$ cat src/rtl/arb_pkg.sv
package arb_pkg;
    typedef enum logic [1:0] {
        ST_OK      = 2'd0,
        ST_TIMEOUT = 2'd1,
        ST_ABORT   = 2'd2,
        ST_REARB   = 2'd3
    } done_st_e;
endpackage

$ cat src/rtl/arb_winner_sel.sv
module arb_winner_sel #(
    parameter int NM  = 4,
    parameter int PW  = 2,
    parameter int DPW = 2,
    parameter logic [NM*DPW-1:0] DEV_PRIO = '0,
    parameter int IW  = 2
) (
    input  logic [NM-1:0]    elig,
    input  logic [NM*PW-1:0] prio,
    input  logic [IW-1:0]    rr_start,
    output logic             found,
    output logic [IW-1:0]    win_idx
);
    localparam int KW = PW + DPW;

    logic [KW-1:0] key [NM];
    logic [KW-1:0] best;
    logic          any;

    // Combined key: request priority above device priority
    for (genvar g = 0; g < NM; g++) begin : g_key
        assign key[g] = {prio[g*PW +: PW], DEV_PRIO[g*DPW +: DPW]};
    end

    always_comb begin
        best = '0;
        any  = 1'b0;
        for (int m = 0; m < NM; m++) begin
            if (elig[m] && (!any || key[m] > best)) begin
                best = key[m];
                any  = 1'b1;
            end
        end
    end

    // Rotating search among the top-key candidates
    always_comb begin
        int j;
        found   = 1'b0;
        win_idx = '0;
        for (int k = 0; k < NM; k++) begin
            j = int'(rr_start) + k;
            if (j >= NM) j = j - NM;
            if (!found && elig[j] && key[j] == best) begin
                found   = 1'b1;
                win_idx = IW'(j);
            end
        end
    end
endmodule

$ cat src/rtl/arb_pipe_occ.sv
module arb_pipe_occ #(
    parameter int CAP = 4,
    parameter int CW  = 3
) (
    input  logic          clk,
    input  logic          rst_n,
    input  logic          inc,
    input  logic          dec,
    output logic [CW-1:0] cnt,
    output logic          room
);
    logic [CW-1:0] cnt_d, cnt_q;
    logic          dec_eff;

    always_comb begin
        dec_eff = dec && (cnt_q != '0);
        cnt_d   = cnt_q + CW'(inc) - CW'(dec_eff);
    end

    always_ff @(posedge clk or negedge rst_n) begin
        if (!rst_n) cnt_q <= '0;
        else        cnt_q <= cnt_d;
    end

    assign cnt  = cnt_q;
    assign room = (cnt_q < CW'(CAP));
endmodule

$ cat src/rtl/arb_ack_timer.sv
module arb_ack_timer #(
    parameter int LIMIT = 16
) (
    input  logic clk,
    input  logic rst_n,
    input  logic active,
    output logic expired
);
    localparam int TW = $clog2(LIMIT + 1);

    logic [TW-1:0] cnt_d, cnt_q;

    always_comb begin
        if (!active)                     cnt_d = '0;
        else if (cnt_q == TW'(LIMIT - 1)) cnt_d = cnt_q;
        else                             cnt_d = cnt_q + 1'b1;
    end

    always_ff @(posedge clk or negedge rst_n) begin
        if (!rst_n) cnt_q <= '0;
        else        cnt_q <= cnt_d;
    end

    assign expired = active && (cnt_q == TW'(LIMIT - 1));
endmodule

$ cat src/rtl/pipe_bus_arbiter.sv
module pipe_bus_arbiter #(
    parameter int NUM_MASTERS = 4,
    parameter int PRIO_W      = 2,
    parameter int DEV_W       = 2,
    parameter logic [NUM_MASTERS*DEV_W-1:0] DEV_PRIO = 8'h05,
    parameter int ADDR_W      = 32,
    parameter int RD_PEND     = 3,
    parameter int WR_PEND     = 1,
    parameter int ACK_TIMEOUT = 16,
    localparam int IDX_W      = $clog2(NUM_MASTERS),
    localparam int RD_CAP     = RD_PEND + 1,
    localparam int WR_CAP     = WR_PEND + 1,
    localparam int OCC_W      = $clog2(((RD_CAP > WR_CAP) ? RD_CAP : WR_CAP) + 1)
) (
    input  logic                          clk,
    input  logic                          rst_n,
    input  logic [NUM_MASTERS-1:0]        req_valid,
    input  logic [NUM_MASTERS*PRIO_W-1:0] req_prio,
    input  logic [NUM_MASTERS-1:0]        req_rnw,
    input  logic [NUM_MASTERS-1:0]        req_lock,
    input  logic [NUM_MASTERS-1:0]        req_abort,
    input  logic [NUM_MASTERS*ADDR_W-1:0] req_addr,
    input  logic                          sl_addr_ack,
    input  logic                          sl_rearb,
    input  logic                          rd_xfer_end,
    input  logic                          wr_xfer_end,
    output logic [NUM_MASTERS-1:0]        gnt,
    output logic                          addr_valid,
    output logic [ADDR_W-1:0]             addr_out,
    output logic                          addr_rnw,
    output logic [IDX_W-1:0]              addr_master,
    output logic                          done_valid,
    output logic [1:0]                    done_status,
    output logic [IDX_W-1:0]              done_master,
    output logic [OCC_W-1:0]              rd_occ,
    output logic [OCC_W-1:0]              wr_occ
);
    import arb_pkg::*;

    typedef struct packed {
        logic              busy;
        logic [IDX_W-1:0]  owner;
        logic [ADDR_W-1:0] addr;
        logic              rnw;
        logic              lock_v;
        logic [IDX_W-1:0]  lock_m;
        logic [IDX_W-1:0]  rr;
    } arb_st_t;

    arb_st_t st_d, st_q;

    logic [NUM_MASTERS-1:0] elig;
    logic                   pick_found;
    logic [IDX_W-1:0]       pick_idx;
    logic                   rd_room, wr_room;
    logic                   tmr_expired;
    logic                   lock_hold;
    logic                   ev_abort, ev_ack, ev_rearb, ev_to;
    done_st_e               status;

    // Eligibility: pipeline room for the direction, lock restriction
    always_comb begin
        lock_hold = st_q.lock_v && req_lock[st_q.lock_m];
        for (int m = 0; m < NUM_MASTERS; m++) begin
            elig[m] = req_valid[m]
                   && (req_rnw[m] ? rd_room : wr_room)
                   && (!lock_hold || st_q.lock_m == IDX_W'(m));
        end
    end

    arb_winner_sel #(
        .NM(NUM_MASTERS), .PW(PRIO_W), .DPW(DEV_W),
        .DEV_PRIO(DEV_PRIO), .IW(IDX_W)
    ) u_sel (
        .elig(elig), .prio(req_prio), .rr_start(st_q.rr),
        .found(pick_found), .win_idx(pick_idx)
    );

    arb_ack_timer #(.LIMIT(ACK_TIMEOUT)) u_tmr (
        .clk(clk), .rst_n(rst_n), .active(st_q.busy), .expired(tmr_expired)
    );

    // Address-phase ending events in fixed precedence
    always_comb begin
        ev_abort = st_q.busy && req_abort[st_q.owner];
        ev_ack   = st_q.busy && !ev_abort && sl_addr_ack;
        ev_rearb = st_q.busy && !ev_abort && !ev_ack && sl_rearb;
        ev_to    = st_q.busy && !ev_abort && !ev_ack && !ev_rearb && tmr_expired;
        if (ev_abort)      status = ST_ABORT;
        else if (ev_rearb) status = ST_REARB;
        else if (ev_to)    status = ST_TIMEOUT;
        else               status = ST_OK;
    end

    arb_pipe_occ #(.CAP(RD_CAP), .CW(OCC_W)) u_rd_occ (
        .clk(clk), .rst_n(rst_n),
        .inc(ev_ack && st_q.rnw), .dec(rd_xfer_end),
        .cnt(rd_occ), .room(rd_room)
    );

    arb_pipe_occ #(.CAP(WR_CAP), .CW(OCC_W)) u_wr_occ (
        .clk(clk), .rst_n(rst_n),
        .inc(ev_ack && !st_q.rnw), .dec(wr_xfer_end),
        .cnt(wr_occ), .room(wr_room)
    );

    // Next-state
    always_comb begin
        st_d = st_q;

        if (st_q.lock_v && !req_lock[st_q.lock_m]) st_d.lock_v = 1'b0;

        if (ev_abort || ev_ack || ev_rearb || ev_to) st_d.busy = 1'b0;

        if (ev_ack && req_lock[st_q.owner]) begin
            st_d.lock_v = 1'b1;
            st_d.lock_m = st_q.owner;
        end

        if (!st_q.busy && pick_found) begin
            st_d.busy  = 1'b1;
            st_d.owner = pick_idx;
            st_d.addr  = req_addr[pick_idx*ADDR_W +: ADDR_W];
            st_d.rnw   = req_rnw[pick_idx];
            st_d.rr    = (pick_idx == IDX_W'(NUM_MASTERS - 1)) ? '0 : pick_idx + 1'b1;
        end
    end

    always_ff @(posedge clk or negedge rst_n) begin
        if (!rst_n) st_q <= '0;
        else        st_q <= st_d;
    end

    for (genvar g = 0; g < NUM_MASTERS; g++) begin : g_gnt
        assign gnt[g] = st_q.busy && (st_q.owner == IDX_W'(g));
    end

    assign addr_valid  = st_q.busy;
    assign addr_out    = st_q.addr;
    assign addr_rnw    = st_q.rnw;
    assign addr_master = st_q.owner;
    assign done_valid  = ev_abort || ev_ack || ev_rearb || ev_to;
    assign done_status = status;
    assign done_master = st_q.owner;
endmodule

$ cat config.mk
export PLATFORM = sky130hd
export DESIGN_NAME = pipe_bus_arbiter
export DESIGN_NICKNAME = d
export VERILOG_FILES = /design/src/rtl/arb_pkg.sv /design/src/rtl/arb_winner_sel.sv /design/src/rtl/arb_pipe_occ.sv /design/src/rtl/arb_ack_timer.sv /design/src/rtl/pipe_bus_arbiter.sv
export SDC_FILE = /design/constraint.sdc
export NUM_CORES = 1
export LEC_CHECK = 0
export ABC_AREA = 1
export BUFFER_PORTS_ARGS = -buffer_cell sky130_fd_sc_hd__buf_4
export CAP_MARGIN = 10
export CORE_AREA = 2 2 98 100
export CTS_BUF_LIST = sky130_fd_sc_hd__clkbuf_16
export DETAILED_ROUTE_END_ITERATION = 7
export DIE_AREA = 0 0 100 102
export GPL_TIMING_DRIVEN = 0
export PLACE_DENSITY = 0.95
export SKIP_LAST_GASP = 1
export SLEW_MARGIN = 20
export SYNTH_ARGS = -nofsm -noshare
export SYNTH_HDL_FRONTEND = slang
export SYNTH_HIERARCHICAL = 1
export SYNTH_SLANG_ARGS = --single-unit
$ cat constraint.sdc
create_clock -name clk -period 7.68 [get_ports clk]
set_input_delay 1.536 -clock clk [delete_from_list [all_inputs] [get_ports clk]]
set_output_delay 1.536 -clock clk [all_outputs]
set_load 0.01 [all_outputs]
==> out/metrics.cfg, run 1 <==
[timing]
finalClockSkew_ps = 8.18
hold_ws_ps = 496
timing.fmax_mhz = 156
worst_slack_ps = 1270
hold_viol_final = 0
fin_crit_ps = 6410
fin_crit_sh_pct = 83.5
worst_slew_pin_slew_ps = 696
rsz0062_at_grt = no
relSlewSlack_pct = 53.6
setup_viol = 0
slew_viol_final = 0
tns_ps = 0

[pwr]
powerDensity_mw_per_mm2 = 555
pwr-share-seq_pct = 14.5
p_int_mw = 1.80
pwr-share-comb_pct = 78.4
leakagePower_nw = 3.49
max-vdd-ir-drop_mv = 0.357
pwr-share-clk_pct = 7.1
p_sw_share_pct = 51.1
p_sw_mw = 1.88

[logic_synthesis]
ys.flop_type = dfrtp_1
ys_ff_latch = 52
synth_area_per_cell_um2 = 6.88
synth_top_area_share_pct = 27.4
synthCells = 691
ys.warnings.count = 6
synthArstFlopShare_pct = 100
synth_largest_area_cell = dfrtp_1
ys_top_cells_by_area = dfrtp_1 27%, nand2_1 11%, nor2_1 7.7%, o21ai_0 7.5%, buf_4 7.0%
yosysSeqAreaShare_pct = 27.4
synthesis.nets = 865
yosysUniqueCellTypes = 43
synth_area_mm2 = 0.00475
synth_edf_count = 0

[setup_path]
path_max_fanout = 10
crit_path_top_delay_cell = ha_1
crit_type = input port to flop
worstPathArrival_ps = 6580
critPathCaptureType = flop
rr_startpoint = u_wr_occ/cnt[1]
ff2ff_setup_slack_ps = 2010
cp_num_buf_inv = 7
cp.required_ps = 7850
crit_start = req_lock[3]
max_stage_delay_ps = 310
cp_top_family = simple AND/OR/NAND/NOR gates
reg2regPathDepth = 41
r2r-end = addr_out[27]
crit_top_cell = nand2_1
cp-start-kind = input port
worst-path-stages = 43

[placed_design]
portBuffers = 208
dpl.hpwl_mm = 12.2
placed_area_mm2 = 0.00645
pre_cts_slack_ps = 1050
place.gp.congestion = 0.982

[detailed_routing]
vias_per_cell = 5.28
drt-total-wl_mm = 15.3
antenna_left = 0
num_vias = 5374
wl_per_cell_um = 15.0
detail_route.first_pass.iterations = 5
drtIter0Drc = 334
drcViolationCount = 0

[die]
core-area_mm2 = 0.00911
die_h_um = 102
fp.dieW_um = 100
dieArea_mm2 = 0.0102
start_util_pct = 52.2
fp-row-count = 35
io_pins = 209

[global_routing]
grt_first_pass_wirelength_mm = 24.1
grt_usage_pct = 29.7
grt_max_degree = 53
antenna_found_initial = 0
grt-ovfl-total = 0
grt_pass1_vias = 5179

[clock_tree]
cts_setup_buffers = 0
insertion_delay_ps = 290
cts_buffers = 5
htreeDepth = 2
path_clk_slew_ps = 70
root_buffer = clkbuf_16
post_cts_resized = 0
cts-hold-fix-buffers = 0
cts_tree = done
clockBufferDepth = 2
clock-sinks = 52

[finish]
mostFrequentLayoutCells = 252 x buf_4, 145 x nand2_1, 97 x nor2_1, 71 x o21ai_0, 59 x inv_1
final_area_mm2 = 0.00662
layout_commonest_cell = buf_4
fillCellCount = 739
final_layout_size_suffix_gt1_share_pct = 36.3
insertedDiodeCount = 0
num-nets-final = 1080
utilization_pct = 72.7
area_growth_pct = 39.3

[job]
drv_cap = 0

[hold_path]
min_to = addr_out[25]
hold_path.startpoint = addr_out[25]
worstHoldPathCells = 2
min_path_type = flop to flop

[outcome]
outcome = complete, no violations

sequential cells by signal (all words and copies together) (netlist names):
register	count
u_rd_occ/cnt	3
u_tmr/cnt_q	5
st_q	5
addr_out	32
addr_master	2
u_wr_occ/cnt	3
addr_valid	1
addr_rnw	1
metrics by stage:
step | total power, mW | instances
floorplan | 2.57 | 691
global placement | 3.30 | 1010
detailed placement | 3.39 | 1010
CTS | 3.66 | 1018
global route | 4.03 | 1018
finish | 3.68 | 1018
area by class of cell:
class                   instances  area [µm²]  area share [%]
clock inverters                 3        42.5           0.643
multi-input cells             504        2670            40.3
plain buffers                  67         520            7.86
repair buffers                208        1560            23.6
clock buffers                   5         125            1.89
well taps                     111         139            2.10
inverters                      68         265            4.01
flip-flops and latches         52        1300            19.7
logic make-up after synthesis:
group / synth area share (%)
DFF: 27.4
buffers and inverters: 16.5
adders and majority gates: 4.53
and+or+nand+nor: 32.5
AOI/OAI and AO/OA: 18.3
xor gates and xnor gates: 0.711
Yosys cell counts, drive strengths merged, types with 5 or more instances:
cell type / n
o21ai: 92
a21oi: 6
nand3: 32
buf: 63
nand2: 159
inv: 68
nor2: 105
dfrtp: 52
a31oi: 17
nand4: 5
or2: 32
ha: 14
o221ai: 17
worst min-delay path: stages, from the launching register on:
cell      delay [ps]
dfrtp_1          350
nand2_1           60
o221ai_1          60
power groups by stage:
| stage | Sequential (mW) | Combinational (mW) | Clock, mW |
|---|---|---|---|
| floorplan | 0.515 | 2.06 | 0 |
| global placement | 0.526 | 2.78 | 0 |
| detailed placement | 0.534 | 2.85 | 0 |
| CTS | 0.530 | 2.87 | 0.261 |
| global route | 0.548 | 3.20 | 0.274 |
| finish | 0.532 | 2.88 | 0.261 |
how the worst max path moves through the flow:
stage	endpoint	slack [ps]
after floorplan	addr_out[27]	1880
after global placement	addr_out[19]	1140
after detailed placement	addr_out[30]	1050
after CTS	addr_out[30]	1320
after global routing	addr_out[22]	550
final	addr_out[27]	1270
metal layers:
| metal | global-route usage [%] | vias up | routed length, µm |
|---|---|---|---|
| li1 | - | 2648 | - |
| met1 | 36.8 | 2478 | 6050 |
| met2 | 54.2 | 222 | 8010 |
| met3 | 4.04 | 26 | 923 |
| met4 | 8.96 | 0 | 303 |
| met5 | 0 | - | 0 |
Note: power is estimated with default switching activity, not from simulation.
==> inputs of run 2 (changes only) <==
Settings changed: CORE_AREA 2 2 98 100 to 2 2 107 109, DIE_AREA 0 0 100 102 to 0 0 109 111, PLACE_DENSITY 0.95 to 0.87.
Clock period 7.68 ns to 5.7 ns, I/O delays scaled along.
==> run 2 against run 1 <==
Flip-flop and latch count unchanged. Global-route usage down 5.7 points. Worst setup slack worse by 1200 ps. Wire length up 6.2%. Critical path depth unchanged. Utilization down 6.2 points. Critical path type unchanged.
==> out/metrics.cfg, run 2 (synthesis gave the netlist of run 1 again) <==
[die]
dieArea_mm2 = 0.0121  ; +19%
core-area_mm2 = 0.0111  ; +22%
die_h_um = 111  ; +8.8%
fp.dieW_um = 109  ; +9.0%
io_pins = 209  ; unchanged
fp-row-count = 39  ; +11%
start_util_pct = 42.9  ; -9.3 points

[placed_design]
place.gp.congestion = 0.929  ; -5.4%
dpl.hpwl_mm = 11.6  ; -4.9%
portBuffers = 208  ; unchanged
dp_cells = 1042  ; +3.2%

[detailed_routing]
route.met2.wl_mm = 8.44  ; +5.4%
antenna_left = 0  ; unchanged
detail_route.first_pass.iterations = 5  ; unchanged
vias_per_cell = 5.14  ; -2.6%
drcViolationCount = 0  ; unchanged
drt-total-wl_mm = 16.2  ; +6.2%
drtIter0Drc = 376  ; +13%
wl_per_cell_um = 15.2  ; +0.95%
wl_met1_mm = 6.45  ; +6.7%
top_layer = met4
num_vias = 5507  ; +2.5%
wl_met3_um = 995  ; +7.8%

[setup_path]
crit_type = input port to flop
cp_top_family = simple AND/OR/NAND/NOR gates
crit_path_top_delay_cell = ha_2
path_max_fanout = 10  ; unchanged
worstPathArrival_ps = 5780  ; -800 ps
cp_num_buf_inv = 7  ; unchanged
critPathCaptureType = flop
max_stage_delay_ps = 260  ; -50 ps
cp-start-kind = input port
crit_top_cell = nand2_2
reg2regPathDepth = 41  ; unchanged
r2r-end = addr_out[0]
cp.required_ps = 5860  ; -1990 ps
rr_startpoint = u_wr_occ/cnt[1]
ff2ff_setup_slack_ps = 320  ; -1690 ps

[finish]
area_growth_pct = 54.9
final_layout_size_suffix_gt1_share_pct = 46.7  ; +10 points
final_cell_count_no_fill = 1071  ; +5.2%
mostFrequentLayoutCells = 264 x buf_4, 112 x nand2_1, 96 x nor2_1, 53 x inv_1, 52 x dfrtp_1
insertedDiodeCount = 0  ; unchanged
num-nets-final = 1101  ; +1.9%
layout_commonest_cell = buf_4
fillCellCount = 945  ; +28%
utilization_pct = 66.5  ; -6.2 points
largest_register_ffs = 32  ; unchanged

[timing]
hold_ws_ps = 490  ; -5.96 ps
worst_slew_pin_slew_ps = 707  ; +10.1 ps
finalClockSkew_ps = 7.96  ; -0.225 ps
hold_viol_final = 0  ; unchanged
tns_ps = 0  ; unchanged
rsz0062_at_grt = yes
fin_crit_sh_pct = 98.6
timing.fmax_mhz = 178
fin_crit_ps = 5620
slew_viol_final = 0  ; unchanged
setup_viol = 0  ; unchanged
relSlewSlack_pct = 52.9  ; -0.68 points

[clock_tree]
root_buffer = clkbuf_16
cts_buffers = 5  ; unchanged
clock-sinks = 52  ; unchanged
insertion_delay_ps = 290  ; about the same
cts_tree = done
htreeDepth = 2  ; unchanged
path_clk_slew_ps = 70  ; about the same
clockBufferDepth = 2  ; unchanged

[global_routing]
grt_pass1_vias = 4972  ; -4.0%
grt_usage_pct = 24.0  ; -5.7 points
grt_max_degree = 53  ; unchanged
grt-ovfl-total = 0  ; unchanged
antenna_found_initial = 0  ; unchanged
grt_first_pass_wirelength_mm = 23.3  ; -3.4%

[hold_path]
min_to = st_q[0]
hold_path.startpoint = st_q[0]
min_path_type = flop to flop
worstHoldPathCells = 2  ; unchanged

[outcome]
outcome = complete, no violations

[job]
drv_cap = 0  ; unchanged

[pwr]
powerDensity_mw_per_mm2 = 819  ; +48%
max-vdd-ir-drop_mv = 0.572  ; +60%
leakagePower_nw = 3.74  ; +7.1%

[run 2: cell types whose count changed in the layout (fill, tap and decap cells not counted), sizes merged]
cell and change:
buf +19, clkbuf +2, clkinv +2, bufinv -1, clkinvlp -1
[run 2: stage by stage]
step | setup WS [ps] | power [mW] | area [µm²]
detailed placement | -557 | 4.53 | 6490
CTS | 3.59 | 4.88 | 6650
global route | -200 | 6.53 | 7360
floorplan | 294 | 3.46 | 4750
global placement | -435 | 4.48 | 6490
finish | 78.1 | 6.03 | 7360
[run 2: layout make-up]
| cell class | count | area, µm² | area share (%) |
|---|---|---|---|
| repair buffers | 229 | 1800 | 24.4 |
| plain buffers | 67 | 607 | 8.24 |
| well taps | 143 | 179 | 2.43 |
| clock buffers | 5 | 125 | 1.70 |
| multi-input cells | 504 | 3070 | 41.7 |
| inverters | 68 | 270 | 3.67 |
| clock inverters | 3 | 13.8 | 0.187 |
| flip-flops and latches | 52 | 1300 | 17.7 |
[run 2: tightest hold or removal path, delay by kind of cell (launching register included)]
kind            cells  cell delay [ps]
compound gates      1               50
flops               1              350
simple gates        1               50
[run 2: worst max-delay path by stage]
stage | startpoint | to | cells past startpoint
after floorplan | req_lock[3] | addr_out[27] | 43
after global placement | req_lock[3] | addr_out[11] | 43
after detailed placement | req_lock[3] | addr_out[3] | 43
after CTS | req_lock[3] | addr_out[9] | 43
after global routing | req_lock[3] | addr_out[0] | 45
final | req_lock[0] | addr_out[0] | 43
[run 2: repair_timing]
item                                    CTS  global route
setup buffers                             1            16
cloned                                    0             4
gates resized for setup                  11           172
pin swaps                                 0            24
endpoints found under the setup margin   35            38
hold buffers                              0             0
[run 2: power by group]
group | switching (mW) | total, mW | internal [mW] | leakage (nW)
Combinational | 2.72 | 5.01 | 2.29 | 3.04
Sequential | 0.143 | 0.722 | 0.579 | 0.624
Clock | 0.138 | 0.298 | 0.160 | 0.0710
Total | 3.00 | 6.03 | 3.03 | 3.74
[run 2: routing by layer]
metal	vias to the layer above	GRT usage, %
met5	-	0
met4	0	6.07
met3	32	4.35
met2	232	41.3
met1	2547	30.8
li1	2696	-
